### src/rtl/slowclk_pkg.sv
package slowclk_pkg;
  localparam int unsigned DEF_DATA_W = 8;
  localparam int unsigned DEF_CLK_BIT = 0;

  typedef struct packed {
    logic active;
    logic rise;
  } en_state_t;
endpackage

### src/rtl/slowclk_capture.sv
module slowclk_capture
  import slowclk_pkg::*;
#(
  parameter int unsigned DATA_W = DEF_DATA_W
) (
  input  logic              clk_i,
  input  logic              rst_ni,
  input  logic              en_i,
  input  logic [DATA_W-1:0] pins_i,
  output en_state_t         state_o,
  output logic [DATA_W-1:0] div_n_o
);
  logic              en_q;
  logic [DATA_W-1:0] n_q;

  always_ff @(posedge clk_i or negedge rst_ni) begin
    if (!rst_ni) begin
      en_q <= 1'b0;
      n_q  <= '0;
    end else begin
      en_q <= en_i;
      if (en_i && !en_q) n_q <= pins_i;
    end
  end

  assign state_o.active = en_q;
  assign state_o.rise   = en_i & ~en_q;
  assign div_n_o        = n_q;

  a_r1_capture: assert property (@(posedge clk_i) disable iff (!rst_ni)
    (en_i && !en_q) |=> (n_q == $past(pins_i)));
  a_r1_hold: assert property (@(posedge clk_i) disable iff (!rst_ni)
    (en_i && en_q) |=> $stable(n_q));
endmodule

### src/rtl/slowclk_divcnt.sv
module slowclk_divcnt #(
  parameter int unsigned CNT_W = 8
) (
  input  logic             clk_i,
  input  logic             rst_ni,
  input  logic             en_i,
  input  logic             rise_i,
  input  logic             refresh_i,
  input  logic [CNT_W-1:0] div_n_i,
  output logic             slow_o
);
  logic [CNT_W-1:0] cnt_q;
  logic             slow_q;

  always_ff @(posedge clk_i or negedge rst_ni) begin
    if (!rst_ni) begin
      cnt_q  <= '0;
      slow_q <= 1'b0;
    end else if (!en_i || rise_i) begin
      // restart phase on disable or fresh enable
      cnt_q  <= '0;
      slow_q <= 1'b0;
    end else if (refresh_i) begin
      if (cnt_q == div_n_i) begin
        cnt_q  <= '0;
        slow_q <= ~slow_q;
      end else begin
        cnt_q <= cnt_q + 1'b1;
      end
    end
  end

  assign slow_o = slow_q;

  a_r2_clear_off: assert property (@(posedge clk_i) disable iff (!rst_ni)
    !en_i |=> (!slow_q && cnt_q == '0));
  a_r3_cnt_bound: assert property (@(posedge clk_i) disable iff (!rst_ni)
    (en_i && !rise_i) |-> (cnt_q <= div_n_i));
  a_r4_refresh_only: assert property (@(posedge clk_i) disable iff (!rst_ni)
    (en_i && !rise_i && !refresh_i) |=> $stable(slow_q));
  a_r8_restart: assert property (@(posedge clk_i) disable iff (!rst_ni)
    rise_i |=> (!slow_q && cnt_q == '0));
endmodule

### src/rtl/slowclk_inmux.sv
module slowclk_inmux #(
  parameter int unsigned DATA_W  = 8,
  parameter int unsigned CLK_BIT = 0
) (
  input  logic              sel_i,
  input  logic              slow_i,
  input  logic [DATA_W-1:0] pins_i,
  output logic [DATA_W-1:0] word_o
);
  for (genvar i = 0; i < DATA_W; i++) begin : g_bit
    if (i == CLK_BIT) begin : g_clk
      assign word_o[i] = sel_i ? slow_i : pins_i[i];
    end else begin : g_pass
      assign word_o[i] = pins_i[i];
    end
  end
endmodule

### src/rtl/slowclk_gen.sv
module slowclk_gen
  import slowclk_pkg::*;
#(
  parameter int unsigned DATA_W  = DEF_DATA_W,
  parameter int unsigned CLK_BIT = DEF_CLK_BIT
) (
  input  logic              clk_i,
  input  logic              rst_ni,
  input  logic              clk_div_en_i,
  input  logic [DATA_W-1:0] pins_i,
  input  logic              refresh_i,
  output logic [DATA_W-1:0] design_in_o,
  output logic              slow_clk_o
);
  localparam int unsigned CNT_W = DATA_W;

  en_state_t        en_st;
  logic [CNT_W-1:0] div_n;
  logic             slow;

  slowclk_capture #(.DATA_W(DATA_W)) u_capture (
    .clk_i   (clk_i),
    .rst_ni  (rst_ni),
    .en_i    (clk_div_en_i),
    .pins_i  (pins_i),
    .state_o (en_st),
    .div_n_o (div_n)
  );

  slowclk_divcnt #(.CNT_W(CNT_W)) u_divcnt (
    .clk_i     (clk_i),
    .rst_ni    (rst_ni),
    .en_i      (clk_div_en_i),
    .rise_i    (en_st.rise),
    .refresh_i (refresh_i),
    .div_n_i   (div_n),
    .slow_o    (slow)
  );

  slowclk_inmux #(.DATA_W(DATA_W), .CLK_BIT(CLK_BIT)) u_inmux (
    .sel_i  (en_st.active),
    .slow_i (slow),
    .pins_i (pins_i),
    .word_o (design_in_o)
  );

  assign slow_clk_o = slow;

  a_r6_passthru: assert property (@(posedge clk_i) disable iff (!rst_ni)
    !clk_div_en_i |=> (design_in_o[CLK_BIT] == pins_i[CLK_BIT]));
  a_r5_slow_on_bit: assert property (@(posedge clk_i) disable iff (!rst_ni)
    (clk_div_en_i && $past(clk_div_en_i)) |-> (design_in_o[CLK_BIT] == slow_clk_o));
endmodule

### config.mk
export PLATFORM = sky130hd
export DESIGN_NAME = slowclk_gen
export DESIGN_NICKNAME = d
export VERILOG_FILES = /design/src/rtl/slowclk_pkg.sv /design/src/rtl/slowclk_capture.sv /design/src/rtl/slowclk_divcnt.sv /design/src/rtl/slowclk_inmux.sv /design/src/rtl/slowclk_gen.sv
export SDC_FILE = /design/constraint.sdc
export NUM_CORES = 1
export LEC_CHECK = 0
export ABC_AREA = 1
export BUFFER_PORTS_ARGS = -buffer_cell sky130_fd_sc_hd__buf_4
export CAP_MARGIN = 20
export CORE_MARGIN = 8
export CORE_UTILIZATION = 53
export DETAILED_ROUTE_END_ITERATION = 6
export PLACE_DENSITY = 0.78
export SLEW_MARGIN = 20
export SYNTH_ARGS = -nofsm -noshare
export SYNTH_HDL_FRONTEND = slang
export SYNTH_SLANG_ARGS = --single-unit
export TNS_END_PERCENT = 10
### constraint.sdc
create_clock -name clk_i -period 1.4 [get_ports clk_i]
set_input_delay 0.21 -clock clk_i [delete_from_list [all_inputs] [get_ports clk_i]]
set_output_delay 0.21 -clock clk_i [all_outputs]
set_load 0.03 [all_outputs]
==> impl_metrics.yaml <==
global_routing:
  grtUsageTotal_pct: 13.1
  grt-ovfl-total: 0
  antenna_found_initial: 0
  grt_pass1_wl_um: 3550
  grt_max_degree: 19
  first_global_vias: 862
sta:
  fin_tns_setup_ns: 0
  skew_ns: 0.00164
  rsz0062_at_grt: "no"
  worstMarginPinSlew_ns: 0.333
  slew_violations: 0
  fmax_ghz: 0.773
  final-setup-viol-count: 0
  period_share_pct: 92.4
  maxSlewHeadroom_pct: 77.8
  period_minus_slack_ns: 1.29
  hold_violations: 0
final_layout:
  finalNonFillerCells: 167
  multiInputGateArea_um2: 463
  num_antenna_cells: 0
  fin_nets: 154
  fin_util_pct: 64.6
  final_common_cell: "nand2_1"
  drive_gt1_share_pct: 30.0
  fin_area_um2: 1210
  layout.area.seq_um2: 452
  syn2layout_area_growth_pct: 19.6
  num-fill-cells: 182
  layout_common_cells: "34 x nand2_1, 22 x buf_4, 17 x dfrtp_1, 13 x inv_1, 8 x a21oi_1"
worst_setup_path:
  critPathKind: "reg2out"
  slowest_stage: "dfrtp_1"
  cp-end-kind: "output port"
  critPathMaxFanout: 4
  critPathRequiredTime_ns: 1.19
  critPathLaunchType: "register"
  ff2ff_path_depth: 8
  critical_path_arrival_ns: 1.08
  path_cells: "o21ai_0, buf_4"
  cp_slowest_stage_delay_ns: 0.43
job:
  drv_cap: 0
power:
  power.total_w: 0.00114
  p_int_w: 0.000807
  combPwrFrac_pct: 19.0
  swShare_pct: 28.9
  p_clk_share_pct: 29.7
  p_sw_w: 0.000329
  leakage_nw: 0.599
  peakVddDrop_v: 0.000772
  seq_power_share_pct: 51.3
  p_per_area_nw_per_um2: 935
outcome:
  status: "finished clean"
die:
  pin_count: 21
  die_w_um: 59.8
  start_util_pct: 54.0
  design.die.area_um2: 3570
  coreArea_um2: 1880
  die_h_um: 59.8
  num_rows: 16
yosys:
  synthTopCellsByArea: "dfrtp_1 44%, nand2_1 13%, buf_4 5.2%"
  ys_seq_area_share_pct: 44.3
  avgSynthCellArea_um2: 8.40
  yosysTopAreaCell: "dfrtp_1"
  syn_area_um2: 1020
  synth_top_area_share_pct: 44.3
  ys_warn_count: 0
  synth_nets: 134
  syn_inst: 121
  synthDistinctLibCells: 24
  ys_seq_elements: 18
min_path:
  hold_depth: 1
  min_path_type: "in2reg"
clock_network:
  htree_levels: 1
  clock_sinks: 18
  numCtsBuffers: 3
  clock_latency_ns: 0.31
  cts_tree: "done"
  cts_root_buffer: "clkbuf_4"
  clockBufferDepth: 2
  clkTransAtPathRegs_ns: 0.11
place:
  dp.cells: 161
  post-dp-hpwl_um: 1600
  port_buffers: 20
  dpl_cell_area_um2: 1150
  routabilityCongestion: 0.883
drt:
  first_iter_violations: 8
  vias_per_cell: 4.84
  final_antenna_net_count: 0
  vias: 808
  drc: 0
  first_pass_iters: 4
  routedWlPerCell_um: 12.5
  drt_wl_total_um: 2090
Yosys cell counts (all sizes together):
master / n
ha: 1
dfrtp: 18
mux2: 3
buf: 8
nand3: 4
xnor2: 4
nand4: 3
xor2: 3
a21boi: 1
nor2: 11
a21oi: 10
or2: 1
nand2: 38
inv: 14
o21ai: 2
metal layers:
layer  routed length, µm  GRT usage (%)  vias up
li1                    -              -      409
met1                 922           14.8      376
met2                1020           22.2       18
met3                 106           2.80        5
met4                  44           7.14        0
met5                   0              0        -
stage by stage:
stage,setup WS [ns],hold WS (ns)
after detailed placement,0.124,0.0914
after global placement,0.160,0.0902
after global routing,0.00602,0.0313
after floorplan,0.0928,-0.0856
after CTS,0.104,0.0272
final,0.107,0.0253
final cells by class:
| cell class | count | share of cell area (%) |
|---|---|---|
| tap | 27 | 2.78 |
| timing repair buffer | 23 | 14.4 |
| clock buffer | 4 | 2.99 |
| multi-input combinational | 81 | 38.1 |
| inverter | 14 | 4.53 |
| sequential | 18 | 37.2 |
cell families after synthesis:
kind of cell | after synthesis | synth area share [%]
compound gates | 13 | 7.39
fa+ha+maj | 1 | 1.23
flops | 18 | 44.3
simple gates | 57 | 26.6
mux | 3 | 3.32
buf+inv | 22 | 11.1
xor+xnor | 7 | 6.03
worst max-delay path, delay by kind of cell, from the launching register on:
family | cells | cell delay (ns)
AOI/OAI and AO/OA | 1 | 0.17
buffers and inverters | 1 | 0.18
DFF | 1 | 0.43
power by group through the flow:
| stage | combinational, W | clock (W) | sequential (W) |
|---|---|---|---|
| detailed placement | 0.000215 | 0 | 0.000593 |
| finish | 0.000216 | 0.000337 | 0.000583 |
| global placement | 0.000208 | 0 | 0.000591 |
| CTS | 0.000217 | 0.000336 | 0.000583 |
| floorplan | 0.000141 | 0 | 0.000592 |
| global route | 0.000240 | 0.000352 | 0.000589 |
state kept, by name, summed over array words and instances, names as in the netlist:
name / flops
u_capture.div_n_o: 8
u_divcnt.cnt_q: 8
u_capture.en_q: 1
u_divcnt.slow_o: 1
path summary, 6_finish.rpt:
check / start / endpoint / slack [ns]
setup reg to reg: u_divcnt.cnt_q[6] / u_divcnt.slow_o / 0.13
hold reg to reg: u_capture.div_n_o[3] / u_capture.div_n_o[3] / 0.54
hold / removal: clk_div_en_i / u_capture.en_q / 0.03
min in group asynchronous: rst_ni / u_divcnt.cnt_q[2] / 0.29
setup / recovery: u_capture.en_q / design_in_o[0] / 0.11
max in group asynchronous: rst_ni / u_divcnt.cnt_q[3] / 0.90
what timing repair did:
action | CTS | global route
hold endpoints to repair | 18 | 0
hold buffers | 1 | 0
resized for setup | 0 | 4
endpoints found under the setup margin | 0 | 2
buffers inserted | 0 | 1
Note: power is estimated with default switching activity, not from simulation.
